$ cat config.mk
export PLATFORM = sky130hd
export DESIGN_NAME = swr_unlock_top
export DESIGN_NICKNAME = d
export VERILOG_FILES = /design/src/rtl/swr_pkg.sv /design/src/rtl/swr_wr_decode.sv /design/src/rtl/swr_key_seq.sv /design/src/rtl/swr_fire_reg.sv /design/src/rtl/swr_unlock_top.sv
export SDC_FILE = /design/constraint.sdc
export NUM_CORES = 1
export LEC_CHECK = 0
export BUFFER_PORTS_ARGS = -buffer_cell sky130_fd_sc_hd__buf_2
export CAP_MARGIN = 20
export CORE_AREA = 3 3 40 42
export DETAILED_ROUTE_END_ITERATION = 8
export DIE_AREA = 0 0 43 45
export MAX_ROUTING_LAYER = met4
export PLACE_DENSITY_LB_ADDON = 0.08
export SYNTH_ARGS = -nofsm -noshare
export SYNTH_HDL_FRONTEND = slang
export SYNTH_SLANG_ARGS = --single-unit
export TNS_END_PERCENT = 30
$ cat constraint.sdc
create_clock -name clk -period 2.3 [get_ports clk]
set_clock_uncertainty 0.05 [all_clocks]
set_input_delay 0.575 -clock clk [delete_from_list [all_inputs] [get_ports clk]]
set_output_delay 0.575 -clock clk [all_outputs]
set_load 0.1 [all_outputs]
$ cat src/rtl/swr_pkg.sv
package swr_pkg;

    localparam int unsigned DATA_W  = 8;
    localparam int unsigned ADDR_W  = 8;
    localparam int unsigned KEY_LEN = 3;

    localparam logic [ADDR_W-1:0] KEY_ADDR_DEF = 8'hF7;
    localparam logic [ADDR_W-1:0] RST_ADDR_DEF = 8'hE7;
    localparam logic [DATA_W-1:0] FIRE_VAL_DEF = 8'hFF;

    // key i sits in bits [i*DATA_W +: DATA_W]; first key in the low byte
    localparam logic [KEY_LEN*DATA_W-1:0] KEY_SEQ_DEF = {8'h5A, 8'hAA, 8'h55};

    // one decoded register write
    typedef struct packed {
        logic              key_wr;
        logic              rst_wr;
        logic [DATA_W-1:0] data;
    } wr_cmd_t;

    function automatic logic [DATA_W-1:0] key_byte(
        input logic [KEY_LEN*DATA_W-1:0] seq,
        input int unsigned               idx
    );
        return seq[idx*DATA_W +: DATA_W];
    endfunction

endpackage

$ cat src/rtl/swr_wr_decode.sv
module swr_wr_decode
    import swr_pkg::*;
#(
    parameter logic [ADDR_W-1:0] KEY_ADDR = KEY_ADDR_DEF,
    parameter logic [ADDR_W-1:0] RST_ADDR = RST_ADDR_DEF
) (
    input  logic              wr_en,
    input  logic [ADDR_W-1:0] wr_addr,
    input  logic [DATA_W-1:0] wr_data,
    output wr_cmd_t           cmd
);

    always_comb begin
        cmd.key_wr = wr_en && (wr_addr == KEY_ADDR);
        cmd.rst_wr = wr_en && (wr_addr == RST_ADDR);
        cmd.data   = wr_data;
    end

    initial begin
        if (KEY_ADDR == RST_ADDR) $error("key and reset register addresses collide");
    end

endmodule

$ cat src/rtl/swr_key_seq.sv
module swr_key_seq
    import swr_pkg::*;
#(
    parameter logic [KEY_LEN*DATA_W-1:0] KEY_SEQ = KEY_SEQ_DEF
) (
    input  logic    clk,
    input  logic    rst,
    input  wr_cmd_t cmd,
    output logic    unlocked
);

    localparam int unsigned       STG_W   = $clog2(KEY_LEN + 1);
    localparam logic [STG_W-1:0]  OPEN_ST = STG_W'(KEY_LEN);
    localparam logic [STG_W-1:0]  LAST_ST = STG_W'(KEY_LEN - 1);
    localparam logic [STG_W-1:0]  IDLE_ST = '0;
    localparam logic [STG_W-1:0]  ONE_ST  = STG_W'(1);

    logic [STG_W-1:0]   stage_q;
    logic [STG_W-1:0]   stage_d;
    logic [KEY_LEN-1:0] hit;
    logic               advance;
    logic               first_key;

    // one comparator per key position, enabled only at its own stage
    for (genvar i = 0; i < KEY_LEN; i++) begin : g_key_cmp
        localparam logic [DATA_W-1:0] KEY_I = key_byte(KEY_SEQ, i);
        assign hit[i] = (stage_q == STG_W'(i)) && (cmd.data == KEY_I);
    end

    assign advance   = |hit;
    assign first_key = (cmd.data == key_byte(KEY_SEQ, 0));

    always_comb begin
        stage_d = stage_q;
        if (cmd.key_wr) begin
            if (advance)        stage_d = stage_q + ONE_ST;
            else if (first_key) stage_d = ONE_ST;
            else                stage_d = IDLE_ST;
        end else if (cmd.rst_wr && (stage_q == OPEN_ST)) begin
            stage_d = IDLE_ST;
        end
    end

    always_ff @(posedge clk) begin
        if (rst) stage_q <= IDLE_ST;
        else     stage_q <= stage_d;
    end

    assign unlocked = (stage_q == OPEN_ST);


    unlock_order_chk: assert property (@(posedge clk) disable iff (rst)
        (stage_q == OPEN_ST) |-> ($past(stage_q) == LAST_ST || $past(stage_q) == OPEN_ST));


    lock_consumed_chk: assert property (@(posedge clk) disable iff (rst)
        (unlocked && cmd.rst_wr) |=> !unlocked);


    idle_hold_chk: assert property (@(posedge clk) disable iff (rst)
        (!cmd.key_wr && !(cmd.rst_wr && unlocked)) |=> $stable(stage_q));


    restart_chk: assert property (@(posedge clk) disable iff (rst)
        (cmd.key_wr && first_key) |=> (stage_q != IDLE_ST));

endmodule

$ cat src/rtl/swr_fire_reg.sv
module swr_fire_reg
    import swr_pkg::*;
#(
    parameter logic [DATA_W-1:0] FIRE_VAL = FIRE_VAL_DEF
) (
    input  logic    clk,
    input  logic    rst,
    input  wr_cmd_t cmd,
    input  logic    unlocked,
    output logic    fire
);

    logic [DATA_W-1:0] ctl_q;
    logic              armed;
    logic              take;

    assign armed = (ctl_q == FIRE_VAL);
    assign take  = cmd.rst_wr && unlocked && (cmd.data == FIRE_VAL) && !armed;

    always_ff @(posedge clk) begin
        if (rst) begin
            ctl_q <= '0;
            fire  <= 1'b0;
        end else begin
            if (take) ctl_q <= FIRE_VAL;
            fire <= take;
        end
    end


    pulse_width_chk: assert property (@(posedge clk) disable iff (rst)
        fire |=> !fire);


    pulse_cause_chk: assert property (@(posedge clk) disable iff (rst)
        fire |-> $past(unlocked && cmd.rst_wr && cmd.data == FIRE_VAL));


    armed_hold_chk: assert property (@(posedge clk) disable iff (rst)
        armed |=> (armed && !fire));

endmodule

$ cat src/rtl/swr_unlock_top.sv
module swr_unlock_top
    import swr_pkg::*;
#(
    parameter logic [ADDR_W-1:0]         KEY_ADDR = KEY_ADDR_DEF,
    parameter logic [ADDR_W-1:0]         RST_ADDR = RST_ADDR_DEF,
    parameter logic [DATA_W-1:0]         FIRE_VAL = FIRE_VAL_DEF,
    parameter logic [KEY_LEN*DATA_W-1:0] KEY_SEQ  = KEY_SEQ_DEF
) (
    input  logic              clk,
    input  logic              rst,
    input  logic              wr_en,
    input  logic [ADDR_W-1:0] wr_addr,
    input  logic [DATA_W-1:0] wr_data,
    output logic              sw_rst_req
);

    wr_cmd_t cmd;
    logic    unlocked;

    swr_wr_decode #(
        .KEY_ADDR (KEY_ADDR),
        .RST_ADDR (RST_ADDR)
    ) u_dec (
        .wr_en   (wr_en),
        .wr_addr (wr_addr),
        .wr_data (wr_data),
        .cmd     (cmd)
    );

    swr_key_seq #(
        .KEY_SEQ (KEY_SEQ)
    ) u_key (
        .clk      (clk),
        .rst      (rst),
        .cmd      (cmd),
        .unlocked (unlocked)
    );

    swr_fire_reg #(
        .FIRE_VAL (FIRE_VAL)
    ) u_fire (
        .clk      (clk),
        .rst      (rst),
        .cmd      (cmd),
        .unlocked (unlocked),
        .fire     (sw_rst_req)
    );


    post_reset_quiet_chk: assert property (@(posedge clk)
        $past(rst) |-> (!sw_rst_req && !unlocked));

endmodule

# Yosys cells after proc, flatten, opt, wreduce, memory -nomap -nowiden
# Cells that the tools add are included.
op_classes:
  n_reduce_logical: 12
  mux: 4
  eq_ne: 10
  add_sub_neg: 1
op_table:
  columns: ["cell", "count"]
  rows:
  - ["8-bit equality test (second input constant)", 5]
  - ["8-bit by 7-bit equality test with 1-bit output (second input constant)", 2]
  - ["1-bit logical AND", 8]
  - ["2-bit two-way mux", 3]
  - ["2-bit equality test (second input constant)", 2]
  - ["3-bit OR reduction", 1]
  - ["2-bit by 1-bit adder with 2-bit output (second input constant)", 1]
  - ["2-bit by 1-bit equality test with 1-bit output (second input constant)", 1]
  - ["2-bit logical NOT", 1]
  - ["2-bit nonzero test", 1]
  - ["1-bit logical NOT", 1]
  - ["1-bit two-way mux", 1]
totals:
  word_cells: 30
  out_inout_bits: 1
  register_bits: 4

# Longest topological paths before layout
# Gate-level depths: netlist (run 1).
depth:
  word_depth: 5
  mapped_depth: 6

# Hierarchy
# From an unflattened synthesis (run 1), not the netlist that was laid out.
unflattened:
  cells_unflattened: 48
  hier_area_um2: 412.9
modules_own_cells:
  columns: ["module", "seq_area_each_um2", "n_inst", "cells_per_inst", "area_each_um2"]
  rows:
  - ["swr_key_seq", 40.0, 1, 27, 220.2]
  - ["swr_fire_reg", 40.0, 1, 8, 103.8]
  - ["swr_wr_decode", 0.0, 1, 13, 88.8]

# Worst setup path after synthesis (run 1)
# Ideal clock, no wire load.
synth_path:
  path_type: "reg2out"
  startpoint: "register u_fire.fire"
  endpoint: "output sw_rst_req"
  path_buffers: 0
  path_stages_with_launch: 1
  slack_ps: 766
  t_required_ps: 1675
  arrival_time_ps: 909
  cell_sequence: "dfxtp_1"
synth_rtl:
  columns: ["item", "line_no", "text"]
  rows:
  - ["start, declared", "swr_fire_reg.sv:10", "output logic fire"]
  - ["start signal, assigned", "swr_fire_reg.sv:26", "fire <= take;"]
  - ["end, declared", "swr_unlock_top.sv:14", "output logic sw_rst_req"]
# No word-level cell between the ends.

# Worst setup path in the final report (run 1)
layout_path:
  startpoint: "register u_fire.fire"
  endpoint: "output sw_rst_req"
# No word-level cell between the ends.

==> reports/summary.txt, run 1 <==
GPL Wtd Cong = 0.731
Clock transition at path regs = 40 ps
CTS Buffer Depth = 2
Detailed placer's ending HPWL = 709 um
Pwr dens = 399 nW/um^2
TritonRoute pass-1 iters = 4
Vias per cell = 5.05
Setup TNS = 0 ps
Status = completed
Total Wirelength = 860 um
GRT Residual Overflow = 0
Total power = 192 uW
CP Capture Type = output port
Lkg Pwr = 0.000226 uW
Hold_buf cts = 0
Gr usage total = 10.0%
Final #Nets = 86
Routed len/inst = 11.3 um
CP peak stage delay = 410 ps
Port Buffers = 19
Antenna violations before repair = 0
Fin. Hold Viols = 0
Critical path cell sequence = buf_2
Register area share after synthesis = 23.3%
Synth Cell Area = 344 sq um
Clk root buf = clkbuf_4
Multi-input logic area = 249 sq um
Clock Latency Late Sink = 240 ps
Simple-gate share of the synthesized area = 45.1%
Pin count of the biggest net entering global routing = 6
Slowest stage cell, crit path = buf_2
Nature of the critical path startpoint = flip-flop
Initial DRC count = 19
Layout area overhead = 39.6%
Fin area = 480 sq um
Worst EP required = 1670 ps
Critical path class = reg -> out
Crit path arrival time = 940 ps
Proportion of layout cells with a drive suffix above 1 = 42.6%
Worst hold path type = reg -> reg
WP buf/inv = 1
Min Clock Period, post-route = 1570 ps
Post-CTS Setup Bufs = 0
Syn_nets = 62
Reg area = 80.1 sq um
Mux contribution to synthesized area = 0%
Worst vdd ir = 0.138 mV
Complex-gate fraction of the synthesized area = 12.7%
FF+latch count, synth = 4
Post-synthesis instance total = 39
First-pass GRT wire length = 1.34 mm
Chip Width = 43 um
Antenna viol nets, final = 0
I/O Pins = 20
Via count = 384
Cell Rows = 13
Post-Syn Area per Cell = 8.82 sq um
Max Slew Vio Count = 0
Maximum clock frequency = 0.638 GHz
Cts repair resizes = 0
Synth warn = 0
XOR/XNOR Fraction of Synth Area = 0%
CTS H-tree lvls = 1
CTS Sinks = 4
Cell variety after synth = 19
Antenna Cells = 0
Unrepaired setup endpoints after global routing = false
Largest family of logic cells by synthesized area = simple AND/OR/NAND/NOR gates
Die area = 1940 sq um
Final Cycle Share = 68.1%
Rel. slew slack = 68.0%
Layout fillers = 133
DP Area = 458 sq um
TritonCTS clock tree = done
Fin util = 37.4%
Inserted Clock Buffers = 3
MaxCap Viol Count = 0
Final setup fails = 0
Number of global-route vias before repair = 339
Post-Synth Adder-Cell Area = 14.5%
Initial cell density of the core = 26.8%
DRC violations left = 0
DIE HEIGHT = 45 um
CP Max Fanout = 1
Crit path max-delay family = buffers and inverters
Tightest Pin Transition = 483 ps
Core Region = 1280 sq um
==> worst paths after layout <==
kind                            startpoint  depth (start not counted)                       endpoint  slack, ps
min           u_fire.ctl_q[0]$_SDFFE_PP0P_                          1   u_fire.ctl_q[0]$_SDFFE_PP0P_        400
max                 u_fire.fire$_SDFF_PP0_                          1                     sw_rst_req        730
max reg2reg  u_key.stage_q[0]$_SDFFE_PP0P_                          5  u_key.stage_q[1]$_SDFFE_PP0P_        960
min reg2reg   u_fire.ctl_q[0]$_SDFFE_PP0P_                          1   u_fire.ctl_q[0]$_SDFFE_PP0P_        400
==> cells in the final DEF, fill, tap and decap left out <==
cell,netlist,routed
nand4b_1,1,1
nand4_1,6,6
nor2_1,2,2
nand2_1,3,3
nand4b_4,1,1
nand4_2,1,1
and4_1,1,1
and4bb_2,1,1
nor3_1,2,2
clkbuf_4,0,3
nor4_1,1,1
inv_1,4,4
dfxtp_1,4,4
buf_2,0,19
o2bb2ai_1,1,1
o31ai_1,2,2
and2_1,1,1
a21o_1,1,1
ha_1,4,4
nor3_2,1,1
a31oi_1,2,2
==> flip-flops by register name (all words and copies together), names as in the netlist <==
signal	flops
u_fire.fire	1
u_key.stage_q	2
u_fire.ctl_q	1
==> per-stage QoR <==
step	setup slack, ps	cells	hold WS [ps]
2_1_floorplan	766	39	377
3_3_place_gp	694	73	389
3_5_place_dp	667	73	401
4_1_cts	722	76	406
5_1_grt	692	76	430
6_report	733	76	402
==> power by group <==
group / internal (uW) / switching [uW]
Combinational: 15.4 / 14.3
Sequential: 69.7 / 0.000406
Clock: 58.7 / 33.4
Total: 144 / 47.7
==> worst reg2reg max path: cells and delay by family, from the launching register on <==
family / cells / cell delay, ps
flops: 1 / 410
fa+ha+maj: 1 / 290
buf+inv: 1 / 110
compound gates: 1 / 180
simple gates: 2 / 230
==> area by class of cell <==
| type | count | area share [%] |
|---|---|---|
| repair buffers | 19 | 19.8 |
| flip-flops and latches | 4 | 16.7 |
| well taps | 15 | 3.91 |
| inverters | 4 | 3.12 |
| multi-input cells | 31 | 51.8 |
| clock buffers | 3 | 4.69 |
==> cells by family after synthesis <==
logic type / after synthesis
fa+ha+maj: 4
flops: 4
compound gates: 6
simple gates: 21
buf+inv: 4
==> cell usage after synthesis, drive strengths merged <==
cell	instances	share of area (%)
o2bb2ai	1	2.5
a21o	1	2.2
and4	1	2.5
dfxtp	4	23
ha	4	15
o31ai	2	4.4
and2	1	1.8
nand2	3	3.3
inv	4	4.4
nand4	7	15
nor4	1	1.8
nand4b	2	9.5
a31oi	2	3.6
and4bb	1	3.6
nor3	3	5.8
nor2	2	2.2
==> routing by layer <==
| metal | global-route usage (%) | part of all wire [%] | wire length, um | up-vias |
|---|---|---|---|---|
| met5 | - | 0 | 0 | - |
| met4 | 12.7 | 3.4 | 29 | 0 |
| met3 | 0 | 9.7 | 83 | 3 |
| met2 | 13.8 | 43 | 370 | 27 |
| met1 | 12.0 | 44 | 377 | 157 |
| li1 | - | - | - | 197 |
Power figures use the tool's default switching activity.
==> inputs of run 2 (changes only) <==
==> constraint.sdc (replaced) <==
create_clock -name clk -period 1.4 [get_ports clk]
set_clock_uncertainty 0.05 [all_clocks]
set_input_delay 0.35 -clock clk [delete_from_list [all_inputs] [get_ports clk]]
set_output_delay 0.35 -clock clk [all_outputs]
set_load 0.1 [all_outputs]
==> run 2 against run 1 <==
Clock power increased by 54%. Final area rose by 6.0%. Global-route usage shrank 0.77 points. Critical endpoint is now u_key.stage_q[1]$_SDFFE_PP0P_. Largest cell class unchanged. Largest power group unchanged.
==> reports/summary.txt, run 2 (synthesized netlist as in run 1, its figures left out) <==
Status = completed
Layout area overhead = 48.0%
DRC violations left = 0
Worst hold path type = in -> reg
First-pass GRT wire length = 1.25 mm
Crit path arrival time = 1380 ps
Vias per cell = 4.75
Routed len/inst = 10.2 um
Sw frac = 22.8%
Total power = 305 uW
Max Slew Vio Count = 0
Fin. Hold Viols = 0
Nature of the critical path startpoint = flip-flop
Maximum clock frequency = 0.789 GHz
Sequential Power Share = 37.5%
GRT Residual Overflow = 0
Tightest Pin Transition = 287 ps
Clock Power Share = 46.5%
CTS H-tree lvls = 1
Worst vdd ir = 0.192 mV
Pin count of the biggest net entering global routing = 5
Clock Latency Late Sink = 230 ps
Final Cycle Share = 90.5%
Clock transition at path regs = 40 ps
I/O Pins = 20
MaxCap Viol Count = 0
Setup TNS = 0 ps
Total Wirelength = 785 um
Proportion of layout cells with a drive suffix above 1 = 45.2%
CP Max Fanout = 4
Initial cell density of the core = 26.8%
Final #Nets = 87
Number of global-route vias before repair = 334
Initial DRC count = 3
Fin util = 39.6%
Hold_buf cts = 0
DIE HEIGHT = 45 um
Hold slack = 268 ps
Chip Width = 43 um
Largest regs = u_key.stage_q (2), u_fire.ctl_q (1), u_fire.fire (1)
Lkg Pwr = 0.000237 uW
Pint = 236 uW
CTS Sinks = 4
Port Buffers = 19
Via count = 366
Die area = 1940 sq um
Antenna viol nets, final = 0
Top reg by flops = u_key.stage_q
Commonest non-fill, non-tap cells in the layout = 18 x buf_2, 6 x nand4_1, 4 x inv_1, 4 x ha_1, 4 x dfxtp_1
Critical path class = reg -> reg
CTS Buffer Depth = 2
Register-to-Register Setup Slack = 130 ps
Detailed placer's ending HPWL = 686 um
Rel. slew slack = 80.7%
Min Clock Period, post-route = 1270 ps
Comb pwr share = 15.9%
Clk root buf = clkbuf_4
TritonRoute pass-1 iters = 2
Final setup fails = 0
Pwr dens = 599 nW/um^2
Sw power = 69.4 uW
Antenna violations before repair = 0
Inserted Clock Buffers = 3
Antenna Cells = 0
Commonest non-fill, non-tap cell in the layout = buf_2
TritonCTS clock tree = done
Unrepaired setup endpoints after global routing = false
Core Region = 1280 sq um
Gr usage total = 9.25%
CP Capture Type = flip-flop
Worst EP required = 1510 ps
Max reg flops = 2
GPL Wtd Cong = 0.690
Cell Rows = 13
[run 2: cell type report]
| class | instances | area (sq um) |
|---|---|---|
| Tap cell | 15 | 18.8 |
| Timing Repair Buffer | 20 | 118 |
| Fill cell | 131 | 776 |
| Inverter | 4 | 15.0 |
| Clock buffer | 3 | 22.5 |
| Multi-Input combinational cell | 31 | 255 |
| Sequential cell | 4 | 80.1 |
[run 2: path summary, 6_finish.rpt]
check,start,end,cells past startpoint
worst max-delay path,u_key.stage_q[1]$_SDFFE_PP0P_,u_key.stage_q[1]$_SDFFE_PP0P_,5
worst min-delay path,rst,u_key.stage_q[1]$_SDFFE_PP0P_,2
worst max register to register,u_key.stage_q[1]$_SDFFE_PP0P_,u_key.stage_q[1]$_SDFFE_PP0P_,5
worst min register to register,u_fire.ctl_q[0]$_SDFFE_PP0P_,u_fire.ctl_q[0]$_SDFFE_PP0P_,1
[run 2: power by group through the flow]
stage | sequential [uW] | combinational, uW | clock [uW]
floorplan | 116 | 13.0 | 0
global placement | 116 | 48.8 | 0
detailed placement | 116 | 48.8 | 0
CTS | 115 | 48.8 | 152
global route | 114 | 54.0 | 157
finish | 115 | 48.6 | 142
[run 2: routing by layer]
layer	share of wire, %	global-route usage [%]	up-vias
met1	46	10.8	152
met2	48	13.5	13
met5	0	-	-
met4	0	10.8	0
met3	5.6	0	0
li1	-	-	201
[run 2: timing repair]
action	in CTS	in global routing
setup buffers	0	0
resized for setup	0	1
setup endpoints to repair	0	1
[run 2: per-stage QoR]
step / instance area, sq um / instances / worst slack (ps)
detailed placement: 480 / 74 / 0.874
CTS: 503 / 77 / 140
global route: 509 / 77 / 12.3
global placement: 480 / 74 / 15.1
finish: 509 / 77 / 133
floorplan: 344 / 39 / 91.0
[run 2: worst max-delay path: stages (launching register included)]
cell and delay (ps):
dfxtp_1 380, inv_1 80, ha_1 290, and2_1 130, nand4_1 100, a31oi_1 170
==> inputs of run 3 (changes only) <==
--- a/config.mk
+++ b/config.mk
@@ -7,9 +7,9 @@
 export LEC_CHECK = 0
 export BUFFER_PORTS_ARGS = -buffer_cell sky130_fd_sc_hd__buf_2
 export CAP_MARGIN = 20
-export CORE_AREA = 3 3 40 42
+export CORE_AREA = 2 2 39 41
 export DETAILED_ROUTE_END_ITERATION = 8
-export DIE_AREA = 0 0 43 45
+export DIE_AREA = 0 0 41 43
 export MAX_ROUTING_LAYER = met4
 export PLACE_DENSITY_LB_ADDON = 0.08
 export SYNTH_ARGS = -nofsm -noshare
==> constraint.sdc (replaced) <==
create_clock -name clk -period 1.1 [get_ports clk]
set_clock_uncertainty 0.05 [all_clocks]
set_input_delay 0.275 -clock clk [delete_from_list [all_inputs] [get_ports clk]]
set_output_delay 0.275 -clock clk [all_outputs]
set_load 0.1 [all_outputs]
==> run 3 against run 2 <==
The run now ends with setup timing left. Die area is 8.9% lower. First-iteration DRC count down 33%. Combinational power rose by 51%. Sequential power grew 24%. Count of clock-buffer cells in the layout is the same. Critical path type unchanged. Critical path depth did not move.
==> reports/summary.txt, run 3 (synthesized netlist as in run 1, its figures left out) <==
Status = finished with violations
Failing checks = setup timing
Hold_buf cts = 0
R2R depth = 5
GPL Wtd Cong = 0.680
TritonRoute pass-1 iters = 2
Unrepaired setup endpoints after global routing = true
Sw frac = 22.6%
Gr usage total = 12.8%
Die area = 1760 sq um
Proportion of layout cells with a drive suffix above 1 = 66.7%
Antenna Cells = 0
First-pass GRT wire length = 1.52 mm
Worst EP required = 1200 ps
WP buf/inv = 1
MaxCap Viol Count = 0
CP Capture Type = flip-flop
Sw power = 88.9 uW
Rel. slew slack = 80.4%
Worst vdd ir = 0.244 mV
CP Max Fanout = 4
Routed len/inst = 10.4 um
Core Region = 1380 sq um
Fin cells = 85
Port Buffers = 19
Pint = 305 uW
Initial DRC count = 2
TritonCTS clock tree = done
Initial cell density of the core = 24.9%
Worst flop-to-flop path startpoint = u_key.stage_q[0]$_SDFFE_PP0P_
DIE HEIGHT = 43 um
Crit path arrival time = 1300 ps
Met2 wire length = 410 um
I/O Pins = 20
Critical path cell sequence = inv_4 > ha_4 > and2_4 > nand4_1 > a31oi_1
Sequential Power Share = 36.4%
Inserted Clock Buffers = 3
Total Wirelength = 882 um
Clk root buf = clkbuf_4
Setup ws final = -99.4 ps
Fin util = 45.0%
Clock Power Share = 45.0%
CP peak stage delay = 380 ps
Vias per cell = 4.75
Register-to-Register Setup Slack = -100 ps
Top reg by flops = u_key.stage_q
Nature of the critical path startpoint = flip-flop
Chip Width = 41 um
Total power = 394 uW
Min-Delay Endpoint = u_key.stage_q[0]$_SDFFE_PP0P_
Cell Rows = 14
Crit path max-delay family = flip-flops
Commonest non-fill, non-tap cell in the layout = buf_2
Max reg flops = 2
Met1 wire length = 401 um
Min Clock Period, post-route = 1200 ps
Top routing layer in use = met4
Dpl cells = 81
Pin count of the biggest net entering global routing = 5
Fin. Hold Viols = 0
Met3 WL post-DR = 62 um
Max Slew Vio Count = 0
Maximum clock frequency = 0.834 GHz
Final setup fails = 2
CTS H-tree lvls = 1
Worst slack, placed = -188 ps
DRC violations left = 0
Commonest non-fill, non-tap cells in the layout = 18 x buf_2, 7 x buf_4, 6 x nand4_1
HP Start = rst
Worst hold path type = in -> reg
Largest regs = u_key.stage_q (2), u_fire.ctl_q (1), u_fire.fire (1)
Detailed placer's ending HPWL = 743 um
Lkg Pwr = 0.000275 uW
Layout area overhead = 81.1%
Hold depth = 2
Tightest Pin Transition = 292 ps
Clock Latency Late Sink = 230 ps
GRT Residual Overflow = 0
Comb pwr share = 18.6%
Final #Nets = 94
Antenna viol nets, final = 0
Antenna violations before repair = 0
Clock transition at path regs = 40 ps
Critical path class = reg -> reg
CTS Sinks = 4
Via count = 404
Number of global-route vias before repair = 398
Worst r2r dst = u_key.stage_q[1]$_SDFFE_PP0P_
CTS Buffer Depth = 2
Final Cycle Share = 109%
Pwr dens = 633 nW/um^2
Slowest stage cell, crit path = dfxtp_4
==> run 3: cell types whose count changed in the layout (fill, tap and decap cells not counted), sizes merged <==
cell,before,now
buf,20,27
==> run 3: per-layer routing <==
layer / vias to the layer above / track usage (%)
met5: - / -
met4: 0 / 6.00
met3: 2 / 1.57
met2: 17 / 20.3
met1: 173 / 15.3
li1: 212 / -
==> run 3: worst max-delay path by stage <==
| stage | start | to | slack (ps) | depth (start not counted) |
|---|---|---|---|---|
| after floorplan | u_key.stage_q[0]$_SDFFE_PP0P_ | u_key.stage_q[1]$_SDFFE_PP0P_ | -110 | 5 |
| after global routing | u_key.stage_q[1]$_SDFFE_PP0P_ | u_key.stage_q[1]$_SDFFE_PP0P_ | -190 | 6 |
| final | u_key.stage_q[0]$_SDFFE_PP0P_ | u_key.stage_q[1]$_SDFFE_PP0P_ | -100 | 5 |
| after global placement | u_key.stage_q[0]$_SDFFE_PP0P_ | u_key.stage_q[1]$_SDFFE_PP0P_ | -190 | 5 |
| after CTS | u_key.stage_q[1]$_SDFFE_PP0P_ | u_key.stage_q[1]$_SDFFE_PP0P_ | -90 | 6 |
| after detailed placement | u_key.stage_q[0]$_SDFFE_PP0P_ | u_key.stage_q[1]$_SDFFE_PP0P_ | -190 | 5 |
==> run 3: power groups by stage <==
| stage | sequential, uW | clock [uW] | combinational, uW |
|---|---|---|---|
| final | 143 | 177 | 73.2 |
| after global routing | 143 | 196 | 81.7 |
| after CTS | 143 | 189 | 73.3 |
| after detailed placement | 148 | 0 | 71.9 |
| after global placement | 148 | 0 | 71.1 |
| after floorplan | 148 | 0 | 16.6 |
==> run 3: final cells by class <==
| cell class | count | area, sq um |
|---|---|---|
| fill | 147 | 761 |
| multi-input combinational | 31 | 303 |
| timing repair buffer | 27 | 174 |
| sequential | 4 | 86.3 |
| clock buffer | 3 | 22.5 |
| tap | 16 | 20.0 |
| inverter | 4 | 17.5 |
==> run 3: what timing repair did <==
action,in CTS,in global routing
endpoints found under the setup margin,3,3
setup buffers,1,0
resized for setup,15,1
pin swaps,7,0
==> run 3: stage by stage <==
stage	hold slack [ps]	instance area [sq um]	TNS, ps
after floorplan	294	345	-138
after global placement	397	528	-558
after detailed placement	399	528	-575
after CTS	184	618	-156
after global routing	195	623	-369
final	193	623	-158
